===== config.mk =====
export PLATFORM = sky130hd
export DESIGN_NAME = restart_guard
export DESIGN_NICKNAME = d
export VERILOG_FILES = /design/src/rtl/restart_pkg.sv /design/src/rtl/rg_time_filter.sv /design/src/rtl/rg_cycle_filter.sv /design/src/rtl/restart_guard.sv
export SDC_FILE = /design/constraint.sdc
export NUM_CORES = 1
export LEC_CHECK = 0
export ABC_CLOCK_PERIOD_IN_PS = 4900
export BUFFER_PORTS_ARGS = -buffer_cell sky130_fd_sc_hd__buf_2
export CAP_MARGIN = 5
export CORE_UTILIZATION = 50
export DETAILED_ROUTE_END_ITERATION = 8
export GPL_TIMING_DRIVEN = 0
export PLACE_DENSITY = 0.67
export SYNTH_ARGS = -nofsm -noshare
export SYNTH_HDL_FRONTEND = slang
export SYNTH_HIERARCHICAL = 1
export SYNTH_SLANG_ARGS = --single-unit
export TNS_END_PERCENT = 100

===== constraint.sdc =====
create_clock -name clk -period 4.9 [get_ports clk]
set_clock_uncertainty 0.1 [all_clocks]
set_input_delay 0.735 -clock clk [delete_from_list [all_inputs] [get_ports clk]]
set_output_delay 0.735 -clock clk [all_outputs]
set_load 0.005 [all_outputs]

===== src/rtl/restart_pkg.sv =====
`timescale 1ns/1ps
package restart_pkg;
  localparam int NFAULT      = 6;
  localparam int F_VDD_OVP   = 0;
  localparam int F_OUT_OVP   = 1;
  localparam int F_OUT_UVP   = 2;
  localparam int F_BROWNOUT  = 3;
  localparam int F_OVERTEMP  = 4;
  localparam int F_CS_SHORT  = 5;

  typedef enum logic [1:0] {
    ST_OFF   = 2'd0,
    ST_RUN   = 2'd1,
    ST_LATCH = 2'd2
  } run_state_e;
endpackage


===== src/rtl/rg_time_filter.sv =====
`timescale 1ns/1ps
// Clock-counted qualification: hit once cond has held LIMIT consecutive clocks.
module rg_time_filter #(
  parameter int unsigned LIMIT = 16
) (
  input  logic clk,
  input  logic rst,
  input  logic en,
  input  logic cond,
  output logic hit
);
  localparam int W = $clog2(LIMIT + 1);
  localparam logic [W-1:0] LIM = W'(LIMIT);

  logic [W-1:0] cnt_q;

  always_ff @(posedge clk) begin
    if (rst || !en || !cond) cnt_q <= '0;
    else if (cnt_q != LIM)   cnt_q <= cnt_q + 1'b1;
  end

  assign hit = (cnt_q == LIM);

  // a qualified window implies the condition was present the clock before
  p_hit_after_cond_r3: assert property (@(posedge clk) disable iff (rst)
    hit |-> $past(cond && en));
endmodule


===== src/rtl/rg_cycle_filter.sv =====
`timescale 1ns/1ps
// Period-counted qualification: hit after COUNT consecutive strobes with cond high.
module rg_cycle_filter #(
  parameter int unsigned COUNT = 4
) (
  input  logic clk,
  input  logic rst,
  input  logic en,
  input  logic strobe,
  input  logic cond,
  output logic hit
);
  localparam int W = $clog2(COUNT + 1);
  localparam logic [W-1:0] LIM = W'(COUNT);

  logic [W-1:0] cnt_q;

  always_ff @(posedge clk) begin
    if (rst || !en)   cnt_q <= '0;
    else if (strobe) begin
      if (!cond)             cnt_q <= '0;
      else if (cnt_q != LIM) cnt_q <= cnt_q + 1'b1;
    end
  end

  assign hit = (cnt_q == LIM);

  // the count only moves on a strobe
  p_count_on_strobe_r4: assert property (@(posedge clk) disable iff (rst)
    (en && !strobe) |=> $stable(cnt_q));
  // a strobe with the condition absent restarts the count
  p_false_clears_r4: assert property (@(posedge clk) disable iff (rst)
    (en && strobe && !cond) |=> (cnt_q == '0));
endmodule


===== src/rtl/restart_guard.sv =====
`timescale 1ns/1ps
module restart_guard
  import restart_pkg::*;
#(
  parameter int unsigned OVP_TICKS       = 24000,
  parameter int unsigned BO_TICKS        = 3400000,
  parameter int unsigned UVP_BLANK_TICKS = 8000000,
  parameter int unsigned CYC_N           = 4
) (
  input  logic              clk,
  input  logic              rst,
  input  logic              vdd_on_cmp,
  input  logic              vdd_off_cmp,
  input  logic              vdd_ovp_cmp,
  input  logic              cyc_strobe,
  input  logic              out_ovp_cmp,
  input  logic              out_uvp_cmp,
  input  logic              line_bi_cmp,
  input  logic              line_bo_cmp,
  input  logic              temp_hot_cmp,
  input  logic              temp_cool_cmp,
  input  logic              cs_short_cmp,
  output logic              sw_en,
  output logic [NFAULT-1:0] fault_cause
);
  localparam int BW = $clog2(UVP_BLANK_TICKS + 1);
  localparam logic [BW-1:0] BLANK_LIM = BW'(UVP_BLANK_TICKS);
  localparam int NCYC = 3;  // output OVP, output UVP, brown-in

  run_state_e st_q, st_d;
  logic run;
  assign run = (st_q == ST_RUN);

  // startup blanking for output undervoltage
  logic [BW-1:0] blank_q;
  logic          blank_done;
  always_ff @(posedge clk) begin
    if (rst || !run)  blank_q <= '0;
    else if (!blank_done) blank_q <= blank_q + 1'b1;
  end
  assign blank_done = (blank_q == BLANK_LIM);

  // period-counted filters
  logic [NCYC-1:0] cyc_en, cyc_cond, cyc_hit;
  assign cyc_en   = {run, run && blank_done, run};
  assign cyc_cond = {line_bi_cmp, out_uvp_cmp, out_ovp_cmp};

  for (genvar g = 0; g < NCYC; g++) begin : g_cyc
    rg_cycle_filter #(.COUNT(CYC_N)) u_filt (
      .clk    (clk),
      .rst    (rst),
      .en     (cyc_en[g]),
      .strobe (cyc_strobe),
      .cond   (cyc_cond[g]),
      .hit    (cyc_hit[g])
    );
  end

  // line qualification arms the brown-out timer
  logic line_ok_q;
  always_ff @(posedge clk) begin
    if (rst || !run)  line_ok_q <= 1'b0;
    else if (cyc_hit[2]) line_ok_q <= 1'b1;
  end

  // clock-counted filters
  logic vovp_hit, bo_hit;
  rg_time_filter #(.LIMIT(OVP_TICKS)) u_vovp (
    .clk(clk), .rst(rst), .en(run), .cond(vdd_ovp_cmp), .hit(vovp_hit)
  );
  rg_time_filter #(.LIMIT(BO_TICKS)) u_bo (
    .clk(clk), .rst(rst), .en(run && line_ok_q), .cond(line_bo_cmp), .hit(bo_hit)
  );

  // over-temperature hysteresis flag
  logic otp_q;
  always_ff @(posedge clk) begin
    if (rst)                otp_q <= 1'b0;
    else if (temp_hot_cmp)  otp_q <= 1'b1;
    else if (temp_cool_cmp) otp_q <= 1'b0;
  end

  // current-sense short: remembered within the period, acted on at its strobe
  logic cs_seen_q, short_q;
  always_ff @(posedge clk) begin
    if (rst || !run) begin
      cs_seen_q <= 1'b0;
      short_q   <= 1'b0;
    end else begin
      short_q <= cyc_strobe && (cs_seen_q || cs_short_cmp);
      if (cyc_strobe)        cs_seen_q <= 1'b0;
      else if (cs_short_cmp) cs_seen_q <= 1'b1;
    end
  end

  logic [NFAULT-1:0] trip;
  always_comb begin
    trip             = '0;
    trip[F_VDD_OVP]  = vovp_hit;
    trip[F_OUT_OVP]  = cyc_hit[0];
    trip[F_OUT_UVP]  = cyc_hit[1];
    trip[F_BROWNOUT] = bo_hit;
    trip[F_OVERTEMP] = otp_q;
    trip[F_CS_SHORT] = short_q;
  end

  always_comb begin
    st_d = st_q;
    unique case (st_q)
      ST_OFF:   if (vdd_on_cmp && !otp_q) st_d = ST_RUN;
      ST_RUN:   if (|trip)                st_d = ST_LATCH;
                else if (vdd_off_cmp)     st_d = ST_OFF;
      ST_LATCH: if (vdd_off_cmp)          st_d = ST_OFF;
      default:                            st_d = ST_OFF;
    endcase
  end

  always_ff @(posedge clk) begin
    if (rst) begin
      st_q        <= ST_OFF;
      sw_en       <= 1'b0;
      fault_cause <= '0;
    end else begin
      st_q  <= st_d;
      sw_en <= (st_d == ST_RUN);
      if (run && (|trip))                         fault_cause <= trip;
      else if (st_q == ST_OFF && st_d == ST_RUN)  fault_cause <= '0;
    end
  end

  // a start is always preceded by the turn-on flag
  p_start_needs_on_r2: assert property (@(posedge clk) disable iff (rst)
    $rose(sw_en) |-> $past(vdd_on_cmp));
  // undervoltage qualification is silent during blanking
  p_blank_mutes_uvp_r5: assert property (@(posedge clk) disable iff (rst)
    (run && !blank_done) |-> !cyc_hit[1]);
  // a latched fault never re-enables switching directly
  p_latch_stays_off_r9: assert property (@(posedge clk) disable iff (rst)
    (st_q == ST_LATCH) |=> !sw_en);
  // a stop not caused by turn-off carries a recorded cause
  p_trip_records_r10: assert property (@(posedge clk) disable iff (rst)
    ($fell(sw_en) && !$past(vdd_off_cmp)) |-> (fault_cause != '0));
  // every start begins with an empty cause record
  p_start_clears_r10: assert property (@(posedge clk) disable iff (rst)
    $rose(sw_en) |-> (fault_cause == '0));
endmodule


Word level (Yosys, flattened, before mapping) --
Cells that the tools add are included. W data, S select, Z words.
Cells by class: add/subtract/negate cells 6, multiply operators 0, div/mod/pow operators 0, magnitude comparators 0, eq/ne operators 17, shift operators 0, mux-type cells 14, bitwise logic cells 0, reduce and logical (&&, ||, !) cells 26
Operators by type and width (count):
- $add A23 B1 Y23 const B | 1
- $eq A23 B23 Y1 const B | 1
- $add A22 B1 Y22 const B | 1
- $eq A22 B22 Y1 const B | 1
- $ne A22 B22 Y1 const B | 1
- $mux W3 | 6
- $add A15 B1 Y15 const B | 1
- $eq A15 B15 Y1 const B | 1
- $ne A15 B15 Y1 const B | 1
- $mux W6 | 2
- $add A3 B1 Y3 const B | 3
- $eq A3 B3 Y1 const B | 3
- $ne A3 B3 Y1 const B | 3
- $logic_and A1 B1 Y1 | 6
- $logic_not A1 Y1 | 6
- $logic_or A1 B1 Y1 | 6
- $mux W2 | 3
- $ne A2 B1 Y1 const B | 3
- $pmux W2 S3 | 1
- $reduce_and A2 Y1 | 3
- $reduce_or A6 Y1 | 1
- $eq A2 B1 Y1 const B | 2
- $reduce_bool A2 Y1 | 2
- $eq A2 B2 Y1 const B | 1
- other kinds (3) | 4
Storage, ports and cells: bits in registers 82, latch bits 0, bits in writable memories 0, ROM bits 0, input port bits 13, output and inout bits 7, word-level logic and storage cells 76, memories 0

Depth between registers and ports, before layout --
Gate-level depths: netlist (run 1).
depth in word-level cells 8, mapped depth 9, depth with buffers taken out 9

Modules after synthesis --
Netlist (run 1), hierarchy kept.
By module, submodules not included:
- restart_guard | instances 1, cells each 190, area an instance 1635.3 µm², sequential area each 720.7 µm²
- rg_time_filter at u_bo | instances 1, cells each 135, area an instance 1144.8 µm², sequential area each 440.4 µm²
- rg_time_filter at u_vovp | instances 1, cells each 88, area an instance 790.8 µm², sequential area each 300.3 µm²
- rg_cycle_filter | instances 3, cells each 21, area an instance 175.2 µm², sequential area each 60.1 µm²

Worst setup path after synthesis (run 1) --
OpenSTA, ideal clock, no wires.
kind register to register, start point register u_vovp.cnt_q[3], end point register fault_cause[0], library setup time 0.128 ns, data arrival time 1.838 ns, required time 4.672 ns, path slack 2.834 ns, stages on the path, launching flop included 7, buffers on the path 0, period minus slack after synthesis 2.066 ns, path through dfxtp_1 or4_4 nor4_4 nor4_1 a21bo_2 a32oi_1 nor2_1
On the way: cells in the longest elaborated chain, start to end 7, elaborated cells between the ends (all ways) 9, those cells by class eq/ne: 2; mux: 3; reduce/logical: 4
Ends and longest elaborated chain:
- from (decl) | line rg_time_filter.sv:15 | logic [W-1:0] cnt_q;
- from (signal assigned) | line rg_time_filter.sv:19 | else if (cnt_q != LIM) cnt_q <= cnt_q + 1'b1;
- $eq A15 B15 Y1 (*) | line rg_time_filter.sv:22 | assign hit = (cnt_q == LIM);
- net vovp_hit | line restart_guard.sv:67 | logic vovp_hit, bo_hit;
- $reduce_or A6 Y1 | line restart_guard.sv:111, restart_guard.sv:126
- $mux W2 | line restart_guard.sv:111 | ST_RUN: if (|trip) st_d = ST_LATCH;
- $pmux W2 S3 | line restart_guard.sv:109 | unique case (st_q)
- $eq A2 B1 Y1 | line restart_guard.sv:127 | else if (st_q == ST_OFF && st_d == ST_RUN) fault_cause <= '0;
- $logic_and A1 B1 Y1 | line restart_guard.sv:127
- $reduce_bool A2 Y1 (no source line)
- to (signal assigned) | line restart_guard.sv:126 | if (run && (|trip)) fault_cause <= trip;
- to (decl) | line restart_guard.sv:24 | output logic [NFAULT-1:0] fault_cause
The timed path passes the listed nets; every way through them passes the cells marked *. A chain may end at the register's enable or synchronous reset.

Final worst setup path (run 1) --
Same ends and word-level chain as after synthesis.

==> results of run 1 <==
cells by family (layout without fill, tap and decap cells):
family	after synthesis	after routing	share of synthesized area, %
AO/OA/AOI/OAI	85	85	12.9
XOR/XNOR	20	20	4.28
adder cells (fa/ha/maj)	12	12	3.67
buffers and inverters	38	73	3.94
flip-flops	82	82	40.1
multiplexers	11	11	2.69
AND/OR/NAND/NOR	228	228	32.5
report_power, final:
| group | total [mW] | switching [mW] | internal (mW) |
|---|---|---|---|
| Clock | 0.525 | 0.238 | 0.287 |
| Combinational | 0.0364 | 0.0232 | 0.0132 |
| Sequential | 0.672 | 0.00303 | 0.669 |
| Total | 1.23 | 0.264 | 0.969 |
cells in the mapped netlist, types with 4 or more instances:
master    count
nor3_1        9
xor2_1        6
a31o_2        4
a31oi_1      10
inv_1        23
nand2_1      44
dfxtp_1      82
nand2b_1     14
a21oi_1      32
or3_1         7
clkbuf_1     11
nor2_1       43
nand4_1      18
nand3b_1      6
o31ai_1       7
nor4_1        9
nand3_1      25
ha_1         12
or4_1         9
o21ai_0      15
mux2i_1      11
xnor2_1      14
critical path: cells and delay by family, from the launching register on:
| kind | cells | cell delay, ns |
|---|---|---|
| AND/OR/NAND/NOR | 4 | 1.21 |
| AO/OA/AOI/OAI | 2 | 0.49 |
| flip-flops | 1 | 0.36 |
per-layer routing:
layer	vias to the layer above	track usage (%)	wire length [µm]
li1	1795	-	-
met1	1624	25.3	3980
met2	40	33.4	3650
met3	10	3.53	224
met4	0	7.16	119
met5	-	0	0
per-stage QoR:
step | cell area (µm²) | total power [mW] | utilization, % | hold slack [ns]
6_report | 4530 | 1.23 | 58.0 | 0.364
2_1_floorplan | 4100 | 0.708 | - | 0.330
5_1_grt | 4530 | 1.28 | 58.0 | 0.404
3_3_place_gp | 4320 | 0.724 | 55.3 | 0.352
3_5_place_dp | 4320 | 0.724 | 55.3 | 0.351
4_1_cts | 4530 | 1.25 | 58.0 | 0.363
registers in the layout, summed over array words and instances, names as in the netlist, 2 cells and up:
register,flops
fault_cause,6
u_vovp/cnt_q,15
g_cyc.u_filt/cnt_q,9
st_q,2
blank_q,23
u_bo/cnt_q,22
worst paths after layout:
kind / endpoint / slack (ns) / cells past startpoint
worst max-delay path: fault_cause[0] / 2.61 / 6
worst min-delay path: fault_cause[5] / 0.36 / 2
worst max register to register: fault_cause[0] / 2.61 / 6
worst min register to register: fault_cause[5] / 0.36 / 2
area by class of cell:
type | count | area, µm²
Multi-Input combinational cell | 356 | 2290
Clock buffer | 11 | 131
Fill cell | 760 | 3280
Timing Repair Buffer | 19 | 95.1
Inverter | 23 | 86.3
Sequential cell | 82 | 1640
Buffer | 15 | 75.1
Tap cell | 102 | 128
Clock inverter | 5 | 78.8
==> impl_metrics.json, run 1 <==
{
  "synth_top_area_cell": "dfxtp_1",
  "htreeDepth": 3,
  "dp.cells": 597,
  "fin_crit_ns": 2.29,
  "synthArstFlopShare_pct": 0,
  "synthDistinctLibCells": 58,
  "dr.pass1.iters": 4,
  "antenna_cells": 0,
  "critPathMaxStageDelay_ns": 0.56,
  "ys.flop_type": "dfxtp_1",
  "cts_tree": "built",
  "cap_violations": 0,
  "final_common_cell": "dfxtp_1",
  "drc": 0,
  "die_w_um": 92.5,
  "dpl.hpwl_um": 5760,
  "critPathLaunchType": "register",
  "ys_top_cells_by_area": "dfxtp_1, nand2_1, nor2_1, a21oi_1, ha_1",
  "setup_viol": 0,
  "port_buffers": 19,
  "grt_pass1_wl_um": 13900,
  "worstPathMaxFanout": 7,
  "hold_violations": 0,
  "timing.fmax_mhz": 437,
  "crit_arrival_ns": 2.41,
  "netlist_instances": 476,
  "synth.avg_cell_area_um2": 8.61,
  "clockBufferDepth": 2,
  "vias": 3469,
  "syn_to_final_growth_pct": 10.6,
  "status": "complete, no violations",
  "cts_setup_buffers": 0,
  "drt_wl_total_um": 7980,
  "die_y_um": 92.5,
  "root_buffer": "clkbuf_8",
  "reg2reg_from": "u_vovp/cnt_q[3]",
  "drt_iter0_drc": 118,
  "overflow": 0,
  "placement_rows": 32,
  "synth_edf_count": 0,
  "final.setup.tns_ns": 0,
  "syn_area_mm2": 0.00410,
  "wl_per_cell_um": 13.0,
  "coreArea_mm2": 0.00781,
  "finalWorstSetupSlack_ns": 2.61,
  "track_usage_pct": 19.8,
  "grt_max_degree": 21,
  "p_leak_nw": 1.48,
  "gp_congestion": 0.776,
  "die_area_mm2": 0.00856,
  "syn_nets": 501,
  "grt_pass1_vias": 3172,
  "ys_seq_area_share_pct": 40.1,
  "clk_latency_ns": 0.35,
  "cp_data_required_time_ns": 5.02,
  "hp-class": "register to register",
  "viasPerCell": 5.66,
  "ys_seq_elements": 82,
  "crit_start": "u_vovp/cnt_q[3]",
  "clock_sinks": 82,
  "io_pins": 20,
  "fin_nets": 531,
  "initial_utilization_pct": 52.5,
  "critPathCaptureType": "register",
  "path_class": "register to register",
  "cts_resized": 0,
  "rsz0062_at_grt": "false",
  "final_cell_mix": "dfxtp_1, nand2_1, nor2_1, a21oi_1, nand3_1",
  "antenna_found_initial": 0,
  "synth_top_area_share_pct": 40.1,
  "cts_hold_buf": 0,
  "drv_slew": 0,
  "max-vdd-ir-drop_uv": 143,
  "slew_headroom_pct": 42.0,
  "finalNonFillerCells": 613,
  "period_share_pct": 46.7,
  "tightest_slew_ns": 0.862,
  "powerDensity_mw_per_mm2": 272,
  "hold_start": "short_q",
  "path_cells": "or4_4, nor4_4, nor4_1, a21bo_2, a32oi_1, nor2_1",
  "crit_slowest_cell": "or4_4",
  "clkTransAtPathRegs_ns": 0.08,
  "yosys_warnings": 6,
  "pre_cts_slack_ns": 2.55,
  "ant_nets": 0,
  "cts_buffers": 9,
  "drive_above_1_share_pct": 11.9
}
Power figures use the tool's default switching activity.
==> run 2: changes to the inputs <==
Settings changed: ABC_AREA set to 1, ABC_CLOCK_PERIOD_IN_PS 4900 to 2100, PLACE_DENSITY 0.67 to 0.69.
Clock period 4.9 ns to 2.1 ns, I/O delays scaled along.
==> impl_metrics.json, run 2 <==
{
  "status": "complete, no violations",
  "reg2reg_from": "u_bo/cnt_q[0]",
  "initial_utilization_pct": 51.4,
  "path_class": "register to register",
  "reg2reg_to": "fault_cause[5]",
  "viasPerCell": 5.07,
  "clock_sinks": 82,
  "cap_violations": 0,
  "die_y_um": 99.5,
  "ys_seq_area_share_pct": 34.6,
  "rr_worst_depth": 12,
  "reg.largest.list": "blank_q x23, u_bo/cnt_q x22, u_vovp/cnt_q x15",
  "period_share_pct": 93.2,
  "antenna_cells": 0,
  "powerDensity_mw_per_mm2": 554,
  "largest_reg_flops": 23,
  "multi_input_area_mm2": 0.00273,
  "yosys-top-cells-count": "nand2_1, nor2_1, inv_1, dfxtp_1, nand3_1",
  "die_w_um": 99.5,
  "clk_latency_ns": 0.35,
  "hp-class": "primary input to register",
  "setup_viol": 0,
  "htreeDepth": 3,
  "synth.avg_cell_area_um2": 6.71,
  "timing.fmax_mhz": 511,
  "min_to": "otp_q",
  "final.setup.tns_ns": 0,
  "drt_wl_total_um": 10600,
  "drt_iter0_drc": 199,
  "gp_congestion": 0.837,
  "ys_seq_elements": 82,
  "port_buffers": 19,
  "fin_nets": 768,
  "drc": 0,
  "final_common_cell": "nand2_1",
  "grt_pass1_wl_um": 18300,
  "syn_to_final_growth_pct": 11.7,
  "synth_edf_count": 0,
  "finalNonFillerCells": 876,
  "hold_start": "temp_hot_cmp",
  "clkTransAtPathRegs_ns": 0.08,
  "ant_nets": 0,
  "worstPathMaxFanout": 5,
  "coreArea_mm2": 0.00924,
  "cts_hold_buf": 0,
  "fillCellCount": 897,
  "p_leak_nw": 1.89,
  "critPathCaptureType": "register",
  "root_buffer": "clkbuf_8",
  "dpl.hpwl_um": 8090,
  "vias": 4440,
  "cts_buffers": 9,
  "yosys_warnings": 6,
  "r2r_slack_ns": 0.14,
  "ff_latch_area_mm2": 0.00164,
  "synth_top_area_cell": "dfxtp_1",
  "io_pins": 20,
  "cts_tree": "built",
  "top_register": "blank_q",
  "drv_slew": 0,
  "critPathLaunchType": "register",
  "syn_nets": 733,
  "track_usage_pct": 22.7,
  "dr.pass1.iters": 4,
  "hold_depth": 3,
  "slew_headroom_pct": 71.0,
  "fin_crit_ns": 1.96,
  "netlist_instances": 708,
  "hold_violations": 0,
  "ys_top_cells_by_area": "dfxtp_1, nand2_1, nor2_1, inv_1, nand3_1",
  "die_area_mm2": 0.00989,
  "ys.flop_type": "dfxtp_1",
  "syn_area_mm2": 0.00475,
  "hold_slack_ns": 0.0846,
  "final_cell_mix": "nand2_1, nor2_1, inv_1, dfxtp_1, nand3_1",
  "synthDistinctLibCells": 34,
  "dp.cells": 856,
  "max-vdd-ir-drop_uv": 287,
  "grt_pass1_vias": 4138,
  "clockBufferDepth": 2,
  "yosys.cell_count.top_type": "nand2_1",
  "wl_per_cell_um": 12.1,
  "synth_top_area_share_pct": 34.6,
  "drive_above_1_share_pct": 18.1,
  "rsz0062_at_grt": "false",
  "grt_max_degree": 18,
  "overflow": 0,
  "tightest_slew_ns": 0.434,
  "synthArstFlopShare_pct": 0,
  "placement_rows": 35,
  "antenna_found_initial": 0,
  "finalPower_mw": 2.94,
  "crit_arrival_ns": 2.14,
  "cp_data_required_time_ns": 2.28
}
[run 2: cell types whose count changed in the layout (fill, tap and decap cells not counted), sizes merged, moves of 10 or more]
cell / change
a21oi: +19
a31oi: -10
clkbuf: -13
inv: +74
mux2i: -11
nand2: +132
nand2b: -14
nand3: +37
nor2: +99
nor4: -12
o21ai: +12
or4: -12
xnor2: -14
[run 2: worst max path at each step]
stage	depth (start not counted)	slack, ns	from	endpoint
floorplan	12	0.28	u_bo/cnt_q[0]	fault_cause[0]
global placement	12	-0.00007	u_bo/cnt_q[0]	fault_cause[0]
detailed placement	12	-0.09	u_bo/cnt_q[0]	fault_cause[3]
CTS	11	0.02	u_bo/cnt_q[0]	st_q[0]
global route	12	0.01	u_bo/cnt_q[0]	st_q[1]
finish	12	0.14	u_bo/cnt_q[0]	fault_cause[5]
[run 2: what timing repair did]
item / CTS / global route
resized for setup: 2 / 13
endpoints found under the setup margin: 8 / 9
pin swaps: 1 / 1
buffers inserted: 1 / 4
[run 2: cell families (layout without fill, tap and decap cells)]
family	Yosys count	count (layout)	share of synthesized area, %
compound gates	81	81	8.93
xor+xnor	2	2	0.369
fa+ha+maj	12	12	3.16
buf+inv	108	147	8.99
flops	82	82	34.6
simple gates	423	423	44.0
[run 2: layout make-up]
cell class,instances,share of cell area [%]
Multi-Input combinational cell,518,51.4
Sequential cell,82,31.0
Inverter,102,7.22
Tap cell,129,3.04
Timing Repair Buffer,24,2.50
Clock buffer,10,2.41
Clock inverter,5,1.51
Buffer,6,0.896
[run 2: layer usage]
layer,routed length (µm),track usage [%]
met1,5090,30.4
met2,4970,37.7
met3,413,2.95
met4,155,7.69
met5,0,0
[run 2: worst max-delay path, cell delays in order (launching register included)]
cell and delay [ns]:
dfxtp_2 0.34, buf_6 0.10, inv_1 0.04, ha_1 0.18, nand3_1 0.10, and2b_1 0.22
nand3_4 0.07, inv_2 0.04, nor2_1 0.09, nand4_1 0.15, nand2_2 0.22, nand3_2 0.10
a21oi_2 0.14
[run 2: stage by stage]
stage / cell area [µm²] / utilization, % / setup WS, ns
3_3_place_gp: 5000 / 54.2 / -0.0000662
5_1_grt: 5300 / 57.4 / 0.0145
2_1_floorplan: 4750 / - / 0.280
6_report: 5300 / 57.4 / 0.143
3_5_place_dp: 5000 / 54.2 / -0.0892
4_1_cts: 5230 / 56.6 / 0.0172
[run 2: power by group]
part	switching, mW	total (mW)	leakage, nW	internal (mW)
clock network	0.584	1.25	0.0984	0.662
logic	0.0829	0.126	1.13	0.0427
registers	0.00614	1.57	0.662	1.56
==> run 3: changes to the inputs <==
Settings changed: MAX_ROUTING_LAYER set to met4, REMOVE_ABC_BUFFERS set to 1.
==> impl_metrics.json, run 3 (same netlist as run 2, synthesis figures left out) <==
{
  "status": "complete, no violations",
  "top_register": "blank_q",
  "hold_depth": 3,
  "tightest_slew_ns": 0.660,
  "reg.largest.list": "blank_q x23, u_bo/cnt_q x22, u_vovp/cnt_q x15",
  "dr.pass1.iters": 5,
  "viasPerCell": 5.03,
  "syn_to_final_growth_pct": 12.0,
  "htreeDepth": 3,
  "fillCellCount": 894,
  "cp_data_required_time_ns": 2.28,
  "rr_worst_depth": 11,
  "die_area_mm2": 0.00989,
  "final_common_cell": "nand2_1",
  "ant_nets": 0,
  "path_class": "register to register",
  "final_cell_mix": "nand2_1, nor2_1, inv_1, dfxtp_1, nand3_1",
  "min_to": "otp_q",
  "clkTransAtPathRegs_ns": 0.08,
  "p_leak_nw": 1.90,
  "drt_wl_total_um": 9940,
  "r2r_slack_ns": 0.20,
  "cap_violations": 0,
  "cts_tree": "built",
  "cts_hold_buf": 0,
  "dpl.hpwl_um": 7460,
  "wl_per_cell_um": 11.4,
  "worstPathMaxFanout": 6,
  "die_w_um": 99.5,
  "clockBufferDepth": 2,
  "placement_rows": 35,
  "placed_area_mm2": 0.00496,
  "drive_above_1_share_pct": 17.2,
  "fin_nets": 763,
  "vias": 4385,
  "gp_congestion": 0.885,
  "final_area_mm2": 0.00532,
  "cts_buffers": 9,
  "slew_headroom_pct": 56.0,
  "drt_iter0_drc": 197,
  "hold_start": "temp_hot_cmp",
  "grt_pass1_vias": 4019,
  "grtUsageMet2_pct": 34.9,
  "drv_slew": 0,
  "clock_sinks": 82,
  "rsz0062_at_grt": "false",
  "grt_use_met1_pct": 28.8,
  "max-vdd-ir-drop_uv": 455,
  "clk_latency_ns": 0.36,
  "reg2reg_to": "fault_cause[0]",
  "timing.fmax_mhz": 527,
  "antenna_cells": 0,
  "grt_max_degree": 18,
  "overflow": 0,
  "fin_crit_ns": 1.90,
  "powerDensity_mw_per_mm2": 609,
  "setup_viol": 0,
  "initial_utilization_pct": 51.4,
  "crit_start": "u_bo/cnt_q[0]",
  "hp-class": "primary input to register",
  "largest_reg_flops": 23,
  "pre_cts_slack_ns": -0.220,
  "port_buffers": 19,
  "reg2reg_from": "u_bo/cnt_q[0]",
  "antenna_found_initial": 0,
  "met3_usage_pct": 3.87,
  "drc": 0,
  "crit_arrival_ns": 2.08,
  "critPathLaunchType": "register",
  "io_pins": 20,
  "hold_violations": 0,
  "coreArea_mm2": 0.00924,
  "grt_pass1_wl_um": 17400,
  "track_usage_pct": 22.5,
  "period_share_pct": 90.3,
  "die_y_um": 99.5,
  "top_usage_layer": "met2",
  "finalWorstSetupSlack_ns": 0.204,
  "critPathCaptureType": "register",
  "root_buffer": "clkbuf_8"
}
## run 3: layout make-up
cell class	instances	area (µm²)	area share [%]
Multi-Input combinational cell	518	2690	50.6
Sequential cell	82	1650	31.0
Inverter	102	390	7.34
Tap cell	129	161	3.03
Timing Repair Buffer	25	153	2.87
Clock buffer	10	138	2.59
Clock inverter	6	136	2.56
## run 3: through the flow
step                      TNS, ns  hold WS, ns  utilization [%]  power [mW]  cells
after floorplan                 0        0.284                -        1.67    702
after global placement      -1.96        0.356             53.7        1.71    850
after detailed placement    -2.40        0.367             53.7        1.72    850
after CTS                       0       0.0662             56.7        3.25    866
after global routing            0       0.0857             57.6        3.36    872
final                           0       0.0757             57.6        3.24    872
## run 3: metal layers
metal	share of wire, %	wire (µm)
met5	0	0
met4	1.7	168
met1	48	4800
met3	3.6	356
met2	46	4610
## run 3: what timing repair did
action | in CTS | in global routing
buffers inserted | 0 | 6
endpoints found under the setup margin | 18 | 28
pin swaps | 0 | 2
resized for setup | 2 | 8
## run 3: critical path, cell delays in order, from the launching register on
cell	delay, ns
dfxtp_4	0.37
inv_1	0.05
ha_1	0.19
nand3_1	0.07
and2b_1	0.18
nand3_2	0.12
inv_1	0.07
nor2_1	0.10
nand4_1	0.18
nand2_2	0.17
nand2_1	0.10
o21ai_1	0.14
## run 3: power by group
group          switching [mW]  internal, mW  total (mW)  leakage [nW]
clock                   0.601         0.947        1.55         0.133
sequential            0.00602          1.56        1.57         0.663
combinational          0.0786        0.0437       0.122          1.11
total                   0.685          2.55        3.24          1.90
## run 3: worst max path at each step
stage	cells after the start	endpoint
after detailed placement	7	u_bo/cnt_q[18]
final	11	fault_cause[0]
after global placement	4	u_bo/cnt_q[18]
after global routing	11	fault_cause[3]
after floorplan	11	fault_cause[0]
after CTS	11	fault_cause[1]
